File: config.mk
export PLATFORM = sky130hd
export DESIGN_NAME = cellbus_ingress
export DESIGN_NICKNAME = d
export VERILOG_FILES = /design/src/rtl/cellbus_pkg.sv /design/src/rtl/cellbus_parity.sv /design/src/rtl/cellbus_framer.sv /design/src/rtl/cellbus_buffer.sv /design/src/rtl/cellbus_ingress.sv
export SDC_FILE = /design/constraint.sdc
export NUM_CORES = 2
export LEC_CHECK = 0
export BUFFER_PORTS_ARGS = -buffer_cell sky130_fd_sc_hd__buf_2
export CAP_MARGIN = 0
export CELL_PAD_IN_SITES_DETAIL_PLACEMENT = 0
export CELL_PAD_IN_SITES_GLOBAL_PLACEMENT = 2
export CORE_MARGIN = 10
export CORE_UTILIZATION = 37
export CTS_BUF_LIST = sky130_fd_sc_hd__clkbuf_8 sky130_fd_sc_hd__clkbuf_16
export DETAILED_ROUTE_END_ITERATION = 8
export GPL_TIMING_DRIVEN = 0
export PLACE_DENSITY_LB_ADDON = 0.1
export SLEW_MARGIN = 20
export SYNTH_ARGS = -nofsm -noshare
export SYNTH_HDL_FRONTEND = slang
export SYNTH_HIERARCHICAL = 1
export SYNTH_SLANG_ARGS = --single-unit
File: constraint.sdc
create_clock -name clk -period 3.4 [get_ports clk]
set_input_delay 0.51 -clock clk [delete_from_list [all_inputs] [get_ports clk]]
set_output_delay 0.51 -clock clk [all_outputs]
set_load 0.05 [all_outputs]
File: src/rtl/cellbus_pkg.sv
package cellbus_pkg;
  localparam int unsigned BUS_W     = 16;
  localparam int unsigned MAX_BYTES = 54;
  localparam int unsigned CNT_W     = $clog2(MAX_BYTES + 1);

  typedef struct packed {
    logic             sop;
    logic             eop;
    logic [BUS_W-1:0] data;
  } cell_word_t;

  // Transfers per cell for a length code and bus width.
  function automatic logic [CNT_W-1:0] xfers_per_cell(input logic [1:0] len_sel,
                                                      input logic       wide);
    logic [CNT_W-1:0] nbytes;
    case (len_sel)
      2'd0:    nbytes = CNT_W'(52);
      2'd1:    nbytes = CNT_W'(53);
      default: nbytes = CNT_W'(54);
    endcase
    return wide ? CNT_W'((nbytes + CNT_W'(1)) >> 1) : nbytes;
  endfunction
endpackage

File: src/rtl/cellbus_parity.sv
module cellbus_parity
  import cellbus_pkg::*;
(
  input  logic             clk,
  input  logic             rst_n,
  input  logic             chk_en,
  input  logic             wide,
  input  logic [BUS_W-1:0] data,
  input  logic             par,
  output logic             par_err
);
  logic lane_ok;
  logic err_d, err_q;

  always_comb begin
    if (wide) lane_ok = ^{data, par};
    else      lane_ok = ^{data[7:0], par};
  end

  always_comb begin
    err_d = err_q | (chk_en & ~lane_ok);
  end

  always_ff @(posedge clk or negedge rst_n) begin
    if (!rst_n) err_q <= 1'b0;
    else        err_q <= err_d;
  end

  assign par_err = err_q;

  AST_PAR_STICKY: assert property (@(posedge clk) disable iff (!rst_n)
    err_q |=> err_q);
endmodule

File: src/rtl/cellbus_framer.sv
module cellbus_framer
  import cellbus_pkg::*;
(
  input  logic             clk,
  input  logic             rst_n,
  input  logic             wide,
  input  logic [1:0]       len_sel,
  input  logic             wen_n,
  input  logic             soc,
  input  logic [BUS_W-1:0] data,
  output logic             accept,
  output logic             wr_en,
  output cell_word_t       wr_word,
  output logic             commit,
  output logic             rollback,
  output logic             irq
);
  logic             armed_q, armed_d;
  logic [CNT_W-1:0] cnt_q, cnt_d, cnt_inc, target;
  logic             irq_q, irq_d;
  logic             xfer, start, cont, runt, last;

  always_comb begin
    target  = xfers_per_cell(len_sel, wide);
    xfer    = ~wen_n;
    start   = xfer & soc;
    cont    = xfer & ~soc & armed_q;
    runt    = start & armed_q;
    accept  = start | cont;
    cnt_inc = start ? CNT_W'(1) : cnt_q + CNT_W'(1);
    last    = accept & (cnt_inc == target);
  end

  // Next state
  always_comb begin
    armed_d = armed_q;
    cnt_d   = cnt_q;
    if (last) begin
      armed_d = 1'b0;
      cnt_d   = '0;
    end else begin
      armed_d = 1'b1;
      cnt_d   = cnt_inc;
    end
    irq_d = runt;
  end

  // Registers, enabled by accepted transfers
  always_ff @(posedge clk or negedge rst_n) begin
    if (!rst_n) begin
      armed_q <= 1'b0;
      cnt_q   <= '0;
    end else if (accept) begin
      armed_q <= armed_d;
      cnt_q   <= cnt_d;
    end
  end

  always_ff @(posedge clk or negedge rst_n) begin
    if (!rst_n) irq_q <= 1'b0;
    else        irq_q <= irq_d;
  end

  always_comb begin
    wr_en        = accept;
    wr_word.sop  = start;
    wr_word.eop  = last;
    wr_word.data = wide ? data : {8'h00, data[7:0]};
    commit       = last;
    rollback     = runt;
    irq          = irq_q;
  end

  AST_CNT_IN_RANGE: assert property (@(posedge clk) disable iff (!rst_n)
    armed_q |-> (cnt_q != '0) && (cnt_q < target));
  AST_IDLE_CNT_ZERO: assert property (@(posedge clk) disable iff (!rst_n)
    !armed_q |-> (cnt_q == '0));
  AST_WEN_HIGH_HOLDS: assert property (@(posedge clk) disable iff (!rst_n)
    wen_n |=> $stable(cnt_q) && $stable(armed_q));
endmodule

File: src/rtl/cellbus_buffer.sv
module cellbus_buffer
  import cellbus_pkg::*;
#(
  parameter int unsigned DEPTH = 128
) (
  input  logic       clk,
  input  logic       rst_n,
  input  logic       wr_en,
  input  cell_word_t wr_word,
  input  logic       commit,
  input  logic       rollback,
  output logic       out_valid,
  output cell_word_t out_word
);
  localparam int unsigned AW = $clog2(DEPTH);
  localparam int unsigned PW = AW + 1;

  cell_word_t      mem [DEPTH];
  logic [PW-1:0]   wr_q, wr_d, cm_q, cm_d, rd_q, rd_d, wbase;
  logic            have;
  logic            ov_q;
  cell_word_t      ow_q;

  always_comb begin
    wbase = rollback ? cm_q : wr_q;
    wr_d  = wr_en ? wbase + PW'(1) : wbase;
    cm_d  = commit ? wr_d : cm_q;
    have  = (rd_q != cm_q);
    rd_d  = have ? rd_q + PW'(1) : rd_q;
  end

  always_ff @(posedge clk or negedge rst_n) begin
    if (!rst_n) begin
      wr_q <= '0;
      cm_q <= '0;
      rd_q <= '0;
    end else begin
      wr_q <= wr_d;
      cm_q <= cm_d;
      rd_q <= rd_d;
    end
  end

  always_ff @(posedge clk) begin
    if (wr_en) mem[wbase[AW-1:0]] <= wr_word;
  end

  always_ff @(posedge clk or negedge rst_n) begin
    if (!rst_n) begin
      ov_q <= 1'b0;
      ow_q <= '0;
    end else begin
      ov_q <= have;
      if (have) ow_q <= mem[rd_q[AW-1:0]];
    end
  end

  assign out_valid = ov_q;
  assign out_word  = ow_q;

  AST_NO_OVERFLOW: assert property (@(posedge clk) disable iff (!rst_n)
    (wr_q - rd_q) < PW'(DEPTH));
  AST_COMMIT_BEHIND_WRITE: assert property (@(posedge clk) disable iff (!rst_n)
    (cm_q - rd_q) <= (wr_q - rd_q));
endmodule

File: src/rtl/cellbus_ingress.sv
module cellbus_ingress
  import cellbus_pkg::*;
#(
  parameter int unsigned BUF_DEPTH = 128
) (
  input  logic        clk,
  input  logic        rst_n,
  input  logic        cfg_wide,
  input  logic [1:0]  cfg_len_sel,
  input  logic [15:0] bus_data,
  input  logic        bus_wen_n,
  input  logic        bus_soc,
  input  logic        bus_par,
  output logic        out_valid,
  output logic [15:0] out_data,
  output logic        out_sop,
  output logic        out_eop,
  output logic        irq_align,
  output logic        par_err
);
  logic       accept, wr_en, commit, rollback;
  cell_word_t wr_word, out_word;

  cellbus_framer u_framer (
    .clk      (clk),
    .rst_n    (rst_n),
    .wide     (cfg_wide),
    .len_sel  (cfg_len_sel),
    .wen_n    (bus_wen_n),
    .soc      (bus_soc),
    .data     (bus_data),
    .accept   (accept),
    .wr_en    (wr_en),
    .wr_word  (wr_word),
    .commit   (commit),
    .rollback (rollback),
    .irq      (irq_align)
  );

  cellbus_parity u_parity (
    .clk     (clk),
    .rst_n   (rst_n),
    .chk_en  (accept),
    .wide    (cfg_wide),
    .data    (bus_data),
    .par     (bus_par),
    .par_err (par_err)
  );

  cellbus_buffer #(.DEPTH(BUF_DEPTH)) u_buffer (
    .clk       (clk),
    .rst_n     (rst_n),
    .wr_en     (wr_en),
    .wr_word   (wr_word),
    .commit    (commit),
    .rollback  (rollback),
    .out_valid (out_valid),
    .out_word  (out_word)
  );

  assign out_data = out_word.data;
  assign out_sop  = out_word.sop;
  assign out_eop  = out_word.eop;

  // Tracks whether the output stream is inside a cell.
  logic in_cell_q;
  always_ff @(posedge clk or negedge rst_n) begin
    if (!rst_n)         in_cell_q <= 1'b0;
    else if (out_valid) in_cell_q <= ~out_eop;
  end

  AST_SOP_OUTSIDE_CELL: assert property (@(posedge clk) disable iff (!rst_n)
    (out_valid && out_sop) |-> !in_cell_q);
  AST_BODY_INSIDE_CELL: assert property (@(posedge clk) disable iff (!rst_n)
    (out_valid && !out_sop) |-> in_cell_q);
  AST_CELL_CONTIGUOUS: assert property (@(posedge clk) disable iff (!rst_n)
    (out_valid && !out_eop) |=> out_valid);
endmodule

Word-level counts from Yosys, hierarchy flattened
Memory sizes are Yosys's and may differ from the RTL's. A register that Yosys moved wholly into a read port is not among the register bits.
Cells that the tools add are included.

storage, ports and cells
  register bits = 34
  RAM bits = 2304
  input port bits = 24
  output and inout bits = 21
  logic and storage cells = 42
  memories = 1

memory list
  memory        words  width  read ports  clocked after Yosys merged registers in  write ports  RTL line              text
  u_buffer.mem  128    18     1           1                                        1            cellbus_buffer.sv:18  cell_word_t mem [DEPTH];

cells by class
  add/sub/neg operators = 4
  equality and inequality tests = 3
  multiplexer cells = 11
  bitwise operators = 11
  reduce and logical (&&, ||, !) cells = 4

operators by type and width
  cell                   number
  $mux W6                3
  $reduce_xor A17 Y1     1
  $add A8 B1 Y8 const B  2
  $mux W16               1
  $mux W8                2
  $reduce_xor A9 Y1      1
  $ne A8 B8 Y1           1
  $add A5 B2 Y6 const B  1
  $add A6 B1 Y6 const B  1
  $and A1 B1 Y1          6
  $eq A6 B6 Y1           1
  $mux W1                4
  $pmux W2 S2            1
  $not A1 Y1             3
  $eq A2 B1 Y1 const B   1
  $logic_not A2 Y1       1
  $or A1 B1 Y1           2
  $logic_not A1 Y1       1

Logic depth before layout (Yosys ltp)
  word-level depth = 7
  mapped depth = 13
  depth with buffers taken out = 11

By module
The synthesis kept the hierarchy.

modules (own cells, without submodules)
  module          times used  cells an instance  area an instance (um2)  seq. area each (um2)
  cellbus_buffer  1           4019               90118.9                 70262.4
  cellbus_framer  1           80                 673.1                   200.2
  cellbus_parity  1           19                 202.7                   25.0

Worst setup path before layout
No wires, ideal clock.

  kind = in2reg
  start = input bus_wen_n
  end = memory u_buffer/mem[31][0] in the netlist's numbering, enable pin
  setup time = 0.416 ns
  data arrival time = 3.409 ns
  data required time = 2.984 ns
  setup slack = -0.424 ns
  stages on the path = 8
  buffers on the path = 3
  path through = nand2b_1 buf_4 inv_1 and2_1 clkbuf_1 clkbuf_1 mux2_2 nor3_1

between the ends
  elaborated cells on any way between the ends = 9
  classes of those cells = mux: 3; bitwise: 6

RTL lines
  element                   RTL line               text
  from (decl)               cellbus_ingress.sv:11  input logic bus_wen_n,
  $not A1 Y1                cellbus_framer.sv:25   xfer = ~wen_n;
  $and A1 B1 Y1             cellbus_framer.sv:26   start = xfer & soc;
  named net u_framer.start  cellbus_framer.sv:21   logic xfer, start, cont, runt, last;
  $and A1 B1 Y1             cellbus_framer.sv:28   runt = start & armed_q;
  named net rollback        cellbus_ingress.sv:21  logic accept, wr_en, commit, rollback;
  $mux W8                   cellbus_buffer.sv:25   wbase = rollback ? cm_q : wr_q;
  to (decl)                 cellbus_buffer.sv:18

The timed path passes the listed nets, and every way through them passes these cells.

Worst setup path after layout
  start = register u_buffer.rd_q[4]
  end = register, netlist name u_buffer/out_word[5]

between the ends
  longest elaborated chain between the ends = 1

ends and longest elaborated chain
  element                 RTL line              text
  from (decl)             cellbus_buffer.sv:19  logic [PW-1:0] wr_q, wr_d, cm_q, cm_d, rd_q, rd_d, wbase;
  from (signal assigned)  cellbus_buffer.sv:40  rd_q <= rd_d;
  $ne A8 B8 Y1            cellbus_buffer.sv:28  have = (rd_q != cm_q);

Parallel ways exist; a longest one is shown, timed or not.
A chain may end at the register's enable or synchronous reset.

==> run metrics <==
status complete, but fails checks; failing checks setup timing; final design utilization 45.7%; Initial Util between 30% and 40%; Area after DPL 99,200 um^2; H-tree depth 5; Syn Nets 4,145; Worst Path Class, Setup register to register; clock slew at reported path FFs 0.06 ns; Post-Place Cells 7,489; data required time at the worst endpoint 4.22 ns; antenna violations before repair 25; Flop pwr share 35.3%; Mapped Cells around 4,100; HP Class input port to register; XOR/XNOR share of the synthesized area 0.407%; leading post-synthesis cells by cell area edfxtp_1 (76%), mux4_2 (14%), mux2i_1 (1.9%), dfrtp_1 (1.4%), nor2_1 (0.82%); CTS Buf Count 279; Die ar. about 270,000 um^2; Net Sw Power 32,300 uW; Main synth FF type edfxtp_1; DR pass1 iterations 5; later-pin clock latency in the skew report about 0.9 ns; Clock Power Share 29.9%; worst-path cell chain clkbuf_1 -> clkbuf_1 -> o221ai_1 -> and4_1 -> nor3_1; share of cells above drive strength 1 36.1%; cell with the most instances after synthesis edfxtp_1; Max Fclk 278 MHz; Switching Fraction 35.1%; Mapped Area 91,000 um^2; Worst slew margin 16.8%; post-DP HPWL about 220,000 um; slowest cell delay on critical path approximately 0.91 ns; top cells by count, synth edfxtp_1 (2,304), mux4_2 (559), nor2_1 (198); via count 47,300; drt initial violations 5,989; Area growth syn-to-layout 22.4%; area share of the largest cell type after synthesis between 70% and 80%; Setup crit end kind register; Total Wirelength 321,000 um; post-place setup slack -2.30 ns; vias per inst 5.84; chip height 516 um; drc violations 0; syn avg cell area around 22 um^2; Hold Vio Cnt, Final 0; clock sinks 2,356; grt total ovfl 0; largest family of logic cells by synthesized area multiplexers; crit path max fanout 10; core area 244,000 um^2; Post-synth EDFFs 2,304; yosys warns 6; Finished Cell Area ~110,000 um^2; actual slew at the worst max-slew pin 1.25 ns; setup ws final -0.198 ns; final setup vio count 11; # rows 181; Tcrit/Tclk final 106%; simple-gate share of the synthesized area ~1.9%; first-pass GRT wire length 430,000 um; Logic pwr share 34.9%; max-slew violation count 0; post-route ant nets 0; mux contribution to synthesized area 16.3%; Fill cells 20,400; RSZ-0062 raised after global routing yes; Max Cap Viol 0; data arrival time of the worst path 4.42 ns; Synth async-reset ratio 2.21%; Layout Cells excl Fill 8,089; #FFs+latches synth 2,356; post-route minimum period 3.60 ns; number of global-route vias before repair 47,200; Synth area leader edfxtp_1; CTS Root Cell clkbuf_16; leakage power around 0.036 uW; die width 516 um; nets@finish 4,706; Tot GR Track Use 23.8%; Final GP Congestion about 1.0; Synth Area in Adders 0.0413%; Port Buf Inserts between 40 and 50; sequential element share of the synthesized area between 70 and 80%; largest net degree at the start of global routing 129; Crit path top cell by count clkbuf_1; peak supply drop ~0.00057 V; Avg WL per Cell 39.6 um; pwr dens just over 800 nW/um^2; Yosys cell types 66; CTS tree done; Internal between 50,000 and 60,000 uW; compound-cell area share of the yosys netlist 2.62%; Final Skew 0.0496 ns; crit start category register; clock buffer depth 4; Worst path slowest cell clkbuf_1; I/O pin count 45
## metrics by stage
stage	hold WS (ns)	total power (uW)	TNS, ns
finish	0.117	92000	-0.535
floorplan	0.214	47800	-232.67
global route	0.0852	94300	-0.0152
global placement	0.481	61500	-9306.11
detailed placement	0.383	62400	-3778.23
CTS	0.0486	92200	-0.615
## critical path, delay by kind of cell, from the launching register on
kind | cells | cell delay [ns]
AOI/OAI and AO/OA | 1 | 0.57
buffers and inverters | 2 | 1.51
DFF | 1 | 0.75
and+or+nand+nor | 2 | 0.67
## state kept, by name, indices dropped and copies added (netlist names), 6 cells and up
| register | count |
|---|---|
| u_buffer/cm_q | 8 |
| u_buffer/rd_q | 8 |
| u_buffer/out_word | 18 |
| u_buffer/wr_q | 8 |
| u_framer/cnt_q | 6 |
| u_buffer/mem | 2304 |
## kinds of logic after synthesis
| family | count (synthesis) |
|---|---|
| AOI/OAI and AO/OA | 317 |
| xor gates and xnor gates | 39 |
| adders and majority gates | 3 |
| buffers and inverters | 247 |
| DFF | 2356 |
| muxes | 773 |
| and+or+nand+nor | 383 |
## area by class of cell
type	instances	area, um^2	area share (%)
sequential	2356	70500	63.3
multi-input combinational	1515	21500	19.3
clock buffer	288	7170	6.44
timing repair buffer	283	4900	4.40
tap	3202	4010	3.60
buffer	231	2170	1.95
clock inverter	180	1090	0.976
antenna	21	52.6	0.0472
inverter	13	50.0	0.0449
## final timing paths
path | slack (ns) | startpoint | cells after the start | endpoint
worst max-delay path | -0.20 | u_buffer/rd_q[4] | 5 | u_buffer/out_word[5]
worst min-delay path | 0.12 | bus_data[12] | 2 | u_buffer/mem[14][12]
worst max register to register | -0.20 | u_buffer/rd_q[4] | 5 | u_buffer/out_word[5]
worst min register to register | 0.49 | u_parity/par_err | 1 | u_parity/par_err
max in group asynchronous | 2.30 | rst_n | 3 | u_framer/cnt_q[2]
min in group asynchronous | 0.15 | rst_n | 3 | u_buffer/wr_q[3]
## metal layers
metal,wire length [um],track usage [%],vias up
li1,-,-,18600
met1,140000,34.4,26200
met2,148000,37.0,1908
met3,20300,3.70,502
met4,12600,8.29,4
met5,19,0,-
## cells in the final DEF (no fill, tap or decap), types with 22 or more instances in the layout
cell type	synthesis	final
buf_6	12	60
inv_1	10	75
mux2i_1	170	146
clkinv_1	1	49
clkbuf_4	0	22
clkbuf_16	0	285
clkbuf_2	0	34
buf_12	0	121
edfxtp_1	2304	2304
nor2_1	198	66
a22oi_1	49	43
nor2_4	0	127
a21oi_1	32	28
mux4_2	559	559
buf_2	94	61
clkinv_2	0	44
buf_4	25	87
xnor2_1	28	28
nand2_1	86	61
o22ai_1	33	23
dfrtp_1	52	52
buf_16	0	79
mux2_2	44	44
## power by group through the flow
stage                     clock [uW]  combinational, uW  sequential [uW]
after floorplan                    0              14400            33400
after global placement             0              28400            33100
after detailed placement           0              29300            33100
after CTS                      28100              31700            32500
after global routing           29200              32600            32500
final                          27500              32100            32500
## what timing repair did
item,in CTS,in global routing
setup endpoints to repair,2317,156
hold buffers,3,0
resized for setup,438,55
hold endpoints to repair,53,0
pin swaps,92,5
setup buffers,102,7
No activity file was read; power rests on OpenSTA's default activity.
